## config.mk

```make
export PLATFORM = sky130hd
export DESIGN_NAME = pipe_off_seq
export DESIGN_NICKNAME = d
export VERILOG_FILES = /design/src/rtl/pso_pkg.sv /design/src/rtl/pso_timer.sv /design/src/rtl/pso_gate.sv /design/src/rtl/pso_fsm.sv /design/src/rtl/pipe_off_seq.sv
export SDC_FILE = /design/constraint.sdc
export NUM_CORES = 1
export LEC_CHECK = 0
export BUFFER_PORTS_ARGS = -buffer_cell sky130_fd_sc_hd__buf_2
export CAP_MARGIN = 20
export CORE_UTILIZATION = 53
export CTS_CLUSTER_SIZE = 24
export DETAILED_ROUTE_END_ITERATION = 7
export GPL_ROUTABILITY_DRIVEN = 1
export PLACE_DENSITY = 0.75
export RECOVER_POWER = 100
export REMOVE_ABC_BUFFERS = 1
export SKIP_CTS_REPAIR_TIMING = 1
export SLEW_MARGIN = 20
export SYNTH_ARGS = -nofsm -noshare
export SYNTH_HDL_FRONTEND = slang
export SYNTH_SLANG_ARGS = --single-unit
```

## constraint.sdc

```tcl
create_clock -name clk_i -period 1.8 [get_ports clk_i]
set_input_delay 0.45 -clock clk_i [delete_from_list [all_inputs] [get_ports clk_i]]
set_output_delay 0.45 -clock clk_i [all_outputs]
set_load 0.02 [all_outputs]
```

## src/rtl/pso_pkg.sv

```systemverilog
package pso_pkg;
  typedef enum logic [1:0] {
    ST_IDLE  = 2'd0,
    ST_PLANE = 2'd1,
    ST_VBL   = 2'd2,
    ST_OFF   = 2'd3
  } pso_state_e;

  localparam int unsigned CTL_SR    = 0;
  localparam int unsigned CTL_PLANE = 1;
  localparam int unsigned CTL_PIPE  = 2;
  localparam int unsigned NUM_CTL   = 3;
endpackage

```

## src/rtl/pso_timer.sv

```systemverilog
module pso_timer #(
  parameter int unsigned TMO_CYC = 4096
) (
  input  logic clk_i,
  input  logic rst_ni,
  input  logic run_i,
  output logic expired_o
);
  localparam int unsigned CW = (TMO_CYC > 2) ? $clog2(TMO_CYC) : 1;
  localparam logic [CW-1:0] LAST = CW'(TMO_CYC - 1);

  logic [CW-1:0] cnt_q;

  always_ff @(posedge clk_i or negedge rst_ni) begin
    if (!rst_ni)    cnt_q <= '0;
    else if (run_i) cnt_q <= cnt_q + 1'b1;
    else            cnt_q <= '0;
  end

  assign expired_o = (cnt_q == LAST);
endmodule

```

## src/rtl/pso_gate.sv

```systemverilog
module pso_gate #(
  parameter int unsigned N = 3
) (
  input  logic         clk_i,
  input  logic         rst_ni,
  input  logic [N-1:0] req_i,
  input  logic [N-1:0] kill_set_i,
  output logic [N-1:0] en_o
);
  for (genvar g = 0; g < N; g++) begin : g_ctl
    logic kill_q;
    // forced-off bit is held until software drops its request
    always_ff @(posedge clk_i or negedge rst_ni) begin
      if (!rst_ni)            kill_q <= 1'b0;
      else if (kill_set_i[g]) kill_q <= 1'b1;
      else if (!req_i[g])     kill_q <= 1'b0;
    end
    assign en_o[g] = req_i[g] & ~kill_q;
  end
endmodule

```

## src/rtl/pso_fsm.sv

```systemverilog
module pso_fsm
  import pso_pkg::*;
(
  input  logic               clk_i,
  input  logic               rst_ni,
  input  logic               start_i,
  input  logic               vblank_i,
  input  logic               pipe_off_i,
  input  logic               expired_i,
  output logic [NUM_CTL-1:0] kill_set_o,
  output logic               run_o,
  output logic               done_o,
  output logic               err_o
);
  pso_state_e state_q, state_d;
  logic abort, fin;

  always_comb begin
    state_d    = state_q;
    kill_set_o = '0;
    run_o      = 1'b0;
    abort      = 1'b0;
    fin        = 1'b0;
    unique case (state_q)
      ST_IDLE: if (start_i) begin
        state_d            = ST_PLANE;
        kill_set_o[CTL_SR] = 1'b1;
      end
      ST_PLANE: begin
        state_d               = ST_VBL;
        kill_set_o[CTL_PLANE] = 1'b1;
      end
      ST_VBL: begin
        if (vblank_i) begin
          state_d              = ST_OFF;
          kill_set_o[CTL_PIPE] = 1'b1;
        end else if (expired_i) begin
          state_d = ST_IDLE;
          abort   = 1'b1;
        end else begin
          run_o = 1'b1;
        end
      end
      ST_OFF: begin
        if (pipe_off_i) begin
          state_d = ST_IDLE;
          fin     = 1'b1;
        end else if (expired_i) begin
          state_d = ST_IDLE;
          abort   = 1'b1;
        end else begin
          run_o = 1'b1;
        end
      end
      default: state_d = ST_IDLE;
    endcase
  end

  always_ff @(posedge clk_i or negedge rst_ni) begin
    if (!rst_ni) begin
      state_q <= ST_IDLE;
      done_o  <= 1'b0;
      err_o   <= 1'b0;
    end else begin
      state_q <= state_d;
      done_o  <= fin;
      if (abort)                              err_o <= 1'b1;
      else if (state_q == ST_IDLE && start_i) err_o <= 1'b0;
    end
  end
endmodule

```

## src/rtl/pipe_off_seq.sv

```systemverilog
module pipe_off_seq
  import pso_pkg::*;
#(
  parameter int unsigned TMO_CYC = 4096
) (
  input  logic clk_i,
  input  logic rst_ni,
  input  logic start_i,
  input  logic vblank_i,
  input  logic pipe_off_i,
  input  logic sr_req_i,
  input  logic plane_req_i,
  input  logic pipe_req_i,
  output logic sr_en_o,
  output logic plane_en_o,
  output logic pipe_en_o,
  output logic done_o,
  output logic err_o
);
  logic [NUM_CTL-1:0] kill_set, req, en;
  logic               run, expired;

  assign req[CTL_SR]    = sr_req_i;
  assign req[CTL_PLANE] = plane_req_i;
  assign req[CTL_PIPE]  = pipe_req_i;

  pso_fsm u_fsm (
    .clk_i      (clk_i),
    .rst_ni     (rst_ni),
    .start_i    (start_i),
    .vblank_i   (vblank_i),
    .pipe_off_i (pipe_off_i),
    .expired_i  (expired),
    .kill_set_o (kill_set),
    .run_o      (run),
    .done_o     (done_o),
    .err_o      (err_o)
  );

  pso_timer #(.TMO_CYC(TMO_CYC)) u_tmr (
    .clk_i     (clk_i),
    .rst_ni    (rst_ni),
    .run_i     (run),
    .expired_o (expired)
  );

  pso_gate #(.N(NUM_CTL)) u_gate (
    .clk_i      (clk_i),
    .rst_ni     (rst_ni),
    .req_i      (req),
    .kill_set_i (kill_set),
    .en_o       (en)
  );

  assign sr_en_o    = en[CTL_SR];
  assign plane_en_o = en[CTL_PLANE];
  assign pipe_en_o  = en[CTL_PIPE];
endmodule

```

==> results of run 1 <==
## worst max path at each step
stage	from	to	cells past startpoint
global route	u_tmr.cnt_q[0]	u_tmr.cnt_q[9]	5
finish	u_tmr.cnt_q[0]	u_tmr.cnt_q[9]	5
CTS	u_tmr.cnt_q[0]	u_tmr.cnt_q[9]	5
detailed placement	u_tmr.cnt_q[0]	u_tmr.cnt_q[9]	5
global placement	u_tmr.cnt_q[0]	u_tmr.cnt_q[9]	5
floorplan	u_tmr.cnt_q[0]	u_fsm.state_q[1]	5
## layer usage
layer  track usage  share of wire  vias to the layer above
met3       0.05106          0.034                        4
li1              -              -                      316
met4        0.1125          0.020                        0
met1        0.2340           0.47                      297
met2        0.3061           0.48                       12
met5             0              0                        -
## state kept, by name, indices dropped and copies added, names as in the netlist
register,cells
u_fsm.err_o,1
u_gate.g_ctl.kill_q,3
u_tmr.cnt_q,12
u_fsm.state_q,2
u_fsm.done_o,1
## report_power, final
| part | switching [W] | leakage, nW | internal (W) |
|---|---|---|---|
| sequential | 0.0000928 | 0.255 | 0.000511 |
| clock | 0.000125 | 0.0150 | 0.0000862 |
| combinational | 0.000160 | 0.148 | 0.0000992 |
## cell families (layout without fill, tap and decap cells)
kind of cell	Yosys count	after routing	share of synthesized area
AO/OA/AOI/OAI	8	8	0.05931
XOR/XNOR	10	10	0.09888
adder cells (fa/ha/maj)	1	1	0.01412
buffers and inverters	8	22	0.04519
flip-flops	19	19	0.5367
multiplexers	1	1	0.01130
AND/OR/NAND/NOR	39	39	0.2345
## cell usage in the layout, fill, tap and decap left out, types with 2 or more instances in the layout
cell type and n:
dfrtp_1 19, nor2_1 14, xnor2_1 8, clkbuf_1 7, buf_2 6, inv_1 5
nand2_1 4, nand3_1 4, nor3_1 4, nor2b_1 3, clkbuf_4 3, nand3_2 2
nand4_1 2, and3_1 2, xor2_1 2, nand2b_1 2, o22ai_1 2, a31oi_1 2
o21ai_0 2
## through the flow
stage                     std cells  worst slack (ps)   power, W  instance area, um2  hold slack (ps)
after floorplan                  84             283.0  0.0007865               869.6            154.4
after global placement          112             233.9  0.0008711               949.7            400.2
after detailed placement        112             191.4  0.0008857               949.7            405.3
after CTS                       116             174.3   0.001098               975.9            77.90
after global routing            116             62.48   0.001151               963.4            367.3
final                           116             162.0   0.001074               963.4            278.3
## area by class of cell
class / instances / share of cell area
multi-input combinational: 59 / 0.3792
inverter: 6 / 0.02468
timing repair buffer: 12 / 0.05455
tap: 16 / 0.02078
clock buffer: 4 / 0.02727
sequential: 19 / 0.4935
==> run summary, run 1 <==
Syn Inst Count -> 86
Fin nets -> 110
Pins Over Slew Limit -> 0
Area of the multi-input gates -> 365.4 um2
Remaining antenna violation count after routing -> 0
HP Class -> in -> async
Placer Congestion -> 0.8154
Final min period -> 1638 ps
Vias in the first global route -> 587
Asr flop ratio synth -> 1.000
Vias -> 629
Clk buf depth -> 2
# IOs -> 13
Congestion Overflow GR -> 0
Synth top area cells -> dfrtp_1 54%, xnor2_1 7.9%, nor2_1 5.9%
Vias per cell -> 5.422
Most common cell in the synthesized netlist -> dfrtp_1
Later-pin clock latency in the skew report -> 290 ps
Main flop type after synthesis -> dfrtp_1
Synth Warn # -> 0
Max transition margin -> 0.3496
TritonRoute pass-1 iters -> 4
Initial core utilization -> 0.5747
Post-Route WL -> 1422 um
DR iter-0 viols -> 9
Cell Pwr Density -> 1115 nW/um2
Final setup fails -> 0
Cells on worst reg2reg path -> 5
Crit path max fanout -> 7
Largest net degree at the start of global routing -> 20
CTS clk-pin slew, worst paths -> 110 ps
Syn Std Cell Area -> 885.9 um2
#FFs+latches synth -> 19
Clock sinks -> 19
Unrepaired setup endpoints after global routing -> false
Critical Path, Cell by Cell -> ha_1 -> nand3_1 -> or4_4 -> nand3_2 -> nor2_1
Synth top area share -> 0.5367
Final Util -> 0.6250
TritonCTS clock tree -> yes
Sequential fraction of the synthesis area -> 0.5367
Die X -> 42.88 um
Row cnt -> 14
Reg2Reg Setup Slack -> 160 ps
Sum of buffers and inverters on the critical path -> 0
CTS root buf -> clkbuf_4
Post-synth EDFFs -> 0
Accumulated negative setup slack -> 0 ps
Initial antenna violation count -> 0
CP peak stage delay -> 560 ps
Clk_skew -> 7.158 ps
Post-DP HPWL -> 1062 um
Outcome -> completed
Antenna diode instance count -> 0
Syn Area/Cell -> 10.30 um2
Worst Tran Pin Value -> 975.6 ps
Maximum VDD drop -> 0.0007042 V
Sequential cell area -> 475.5 um2
Synth area leader -> dfrtp_1
Crit path arrival time -> 1820 ps
DIE AREA -> 1839 um2
Max cap viols -> 0
Final Hold Vio Count -> 0
Die extent in y -> 42.88 um
Type of the worst setup path -> reg -> reg
Achievable Freq -> 610.5 MHz
Fillers -> 134
Reg2reg end -> u_tmr.cnt_q[9]
Distinct cells, synth -> 26
CP startpoint kind -> register
H-tree depth -> 1
Crit. End Element -> register
Port bufs -> 12
Area grow syn2layout -> 8.757%
CP top delay family -> simple AND/OR/NAND/NOR gates
CTS buffer count -> 3
Drc violations -> 0
CP required -> 1980 ps
Leak -> 0.4178 nW
Layout cell share with drive strength beyond 1 -> 0.1300
CORE AREA -> 1541 um2
Synth top cells by count -> 19 x dfrtp_1, 14 x nor2_1, 8 x xnor2_1
WL/cell -> 12.26 um
Overall routing resource usage -> 0.1930
First-pass GRT wire length -> 2525 um
Worst r2r src -> u_tmr.cnt_q[0]
Slowest cell on crit path -> or4_4
Period Utilization, post-route -> 0.9100
No activity file was read; power rests on OpenSTA's default activity.
==> inputs of run 2 (changes only) <==
- SETUP_SLACK_MARGIN: not set -> 0.3
==> run summary, run 2 (synthesis results as in run 1) <==
Period Utilization, post-route -> 0.9147
CP required -> 1980 ps
TritonRoute pass-1 iters -> 4
Setup WS pre-CTS -> 191.4 ps
Crit path arrival time -> 1830 ps
CTS buffer count -> 3
Max cap viols -> 0
Most flop-heavy register -> u_tmr.cnt_q
Cell Pwr Density -> 1131 nW/um2
Pins Over Slew Limit -> 0
Clk_skew -> 7.819 ps
Outcome -> completed
Final setup fails -> 0
Post-route cell area -> 1020 um2
Overall routing resource usage -> 0.1930
H-tree depth -> 1
Max transition margin -> 0.3669
WL/cell -> 13.32 um
Die extent in y -> 42.88 um
Vias in the first global route -> 587
Final Util -> 0.6615
CP startpoint kind -> register
Remaining antenna violation count after routing -> 0
Fin nets -> 114
Maximum VDD drop -> 0.0007292 V
Port bufs -> 12
Crit. End Element -> register
HP Class -> in -> async
First-pass GRT wire length -> 2525 um
Type of the worst setup path -> reg -> reg
Achievable Freq -> 607.4 MHz
Initial antenna violation count -> 0
Die X -> 42.88 um
# IOs -> 13
DIE AREA -> 1839 um2
Largest regs -> u_tmr.cnt_q: 12 flops, u_gate.g_ctl.kill_q: 3 flops, u_fsm.state_q: 2 flops
Largest net degree at the start of global routing -> 20
Final min period -> 1646 ps
Clk buf depth -> 2
Final Hold Vio Count -> 0
Layout cell share with drive strength beyond 1 -> 0.2115
CTS clk-pin slew, worst paths -> 110 ps
Slowest cell on crit path -> or4_4
Drc violations -> 0
Critical Path, Cell by Cell -> ha_4 -> nand3_1 -> or4_4 -> nand3_2 -> nor2_1
Congestion Overflow GR -> 0
Initial core utilization -> 0.5747
CTS root buf -> clkbuf_4
Leak -> 0.4348 nW
Unrepaired setup endpoints after global routing -> true
Crit path max fanout -> 7
Post-DP HPWL -> 1062 um
Post-Route WL -> 1598 um
Final WS setup -> 153.5 ps
Accumulated negative setup slack -> 0 ps
DP Area -> 949.7 um2
Worst Tran Pin Value -> 949.6 ps
Largest register FFs -> 12
Vias per cell -> 5.508
Placer Congestion -> 0.8154
Clock sinks -> 19
CP peak stage delay -> 580 ps
TritonCTS clock tree -> yes
Antenna diode instance count -> 0
Area grow syn2layout -> 15.11%
Most frequent cells in the layout -> 19 x dfrtp_1, 11 x nor2_1, 8 x xnor2_1
DR iter-0 viols -> 15
Vias -> 661
Row cnt -> 14
CORE AREA -> 1541 um2
Most common cell after layout, fill and taps aside -> dfrtp_1
Later-pin clock latency in the skew report -> 290 ps
[run 2: changes by cell type in the layout (fill, tap and decap cells not counted), sizes merged]
| cell | change |
|---|---|
| buf | +3 |
| clkbuf | +1 |
[run 2: worst max-delay path: cells and delay by family (launching register included)]
kind,cells,cell delay [ps]
flops,1,440
simple gates,4,920
fa+ha+maj,1,160
[run 2: cell type report]
type | instances | area, um2
clock buffers | 4 | 26.28
fillers | 128 | 521.8
inverters | 6 | 23.77
multi-input cells | 59 | 391.6
flip-flops and latches | 19 | 475.5
well taps | 16 | 20.02
repair buffers | 16 | 82.58
[run 2: worst paths after layout]
kind / startpoint / cells past startpoint / slack [ps] / end
min in group clk_i: sr_req_i / 2 / 360 / u_gate.g_ctl[0].kill_q
max in group asynchronous: rst_ni / 1 / 950 / u_tmr.cnt_q[0]
max reg2reg: u_tmr.cnt_q[0] / 5 / 150 / u_tmr.cnt_q[9]
max: u_tmr.cnt_q[0] / 5 / 150 / u_tmr.cnt_q[9]
min reg2reg: u_gate.g_ctl[0].kill_q / 1 / 500 / u_gate.g_ctl[0].kill_q
min: rst_ni / 1 / 270 / u_fsm.err_o
[run 2: layer usage]
| metal | global-route usage | vias to the layer above | part of all wire |
|---|---|---|---|
| met3 | 0.05106 | 4 | 0.029 |
| met5 | 0 | - | 0 |
| met1 | 0.2340 | 323 | 0.44 |
| li1 | - | 322 | - |
| met2 | 0.3061 | 12 | 0.51 |
| met4 | 0.1125 | 0 | 0.019 |
[run 2: per-stage QoR]
stage / total power, W / hold slack, ps / instances
2_1_floorplan: 0.0007865 / 154.4 / 84
3_3_place_gp: 0.0008711 / 400.2 / 112
3_5_place_dp: 0.0008857 / 405.3 / 112
4_1_cts: 0.001098 / 77.90 / 116
5_1_grt: 0.001236 / 361.2 / 120
6_report: 0.001154 / 265.0 / 120
[run 2: report_power, final]
group | switching, W | total (W) | internal (W) | leakage, nW
Sequential | 0.000105 | 0.000616 | 0.000511 | 0.255
Clock | 0.000127 | 0.000213 | 0.0000862 | 0.0150
Combinational | 0.000179 | 0.000324 | 0.000145 | 0.165
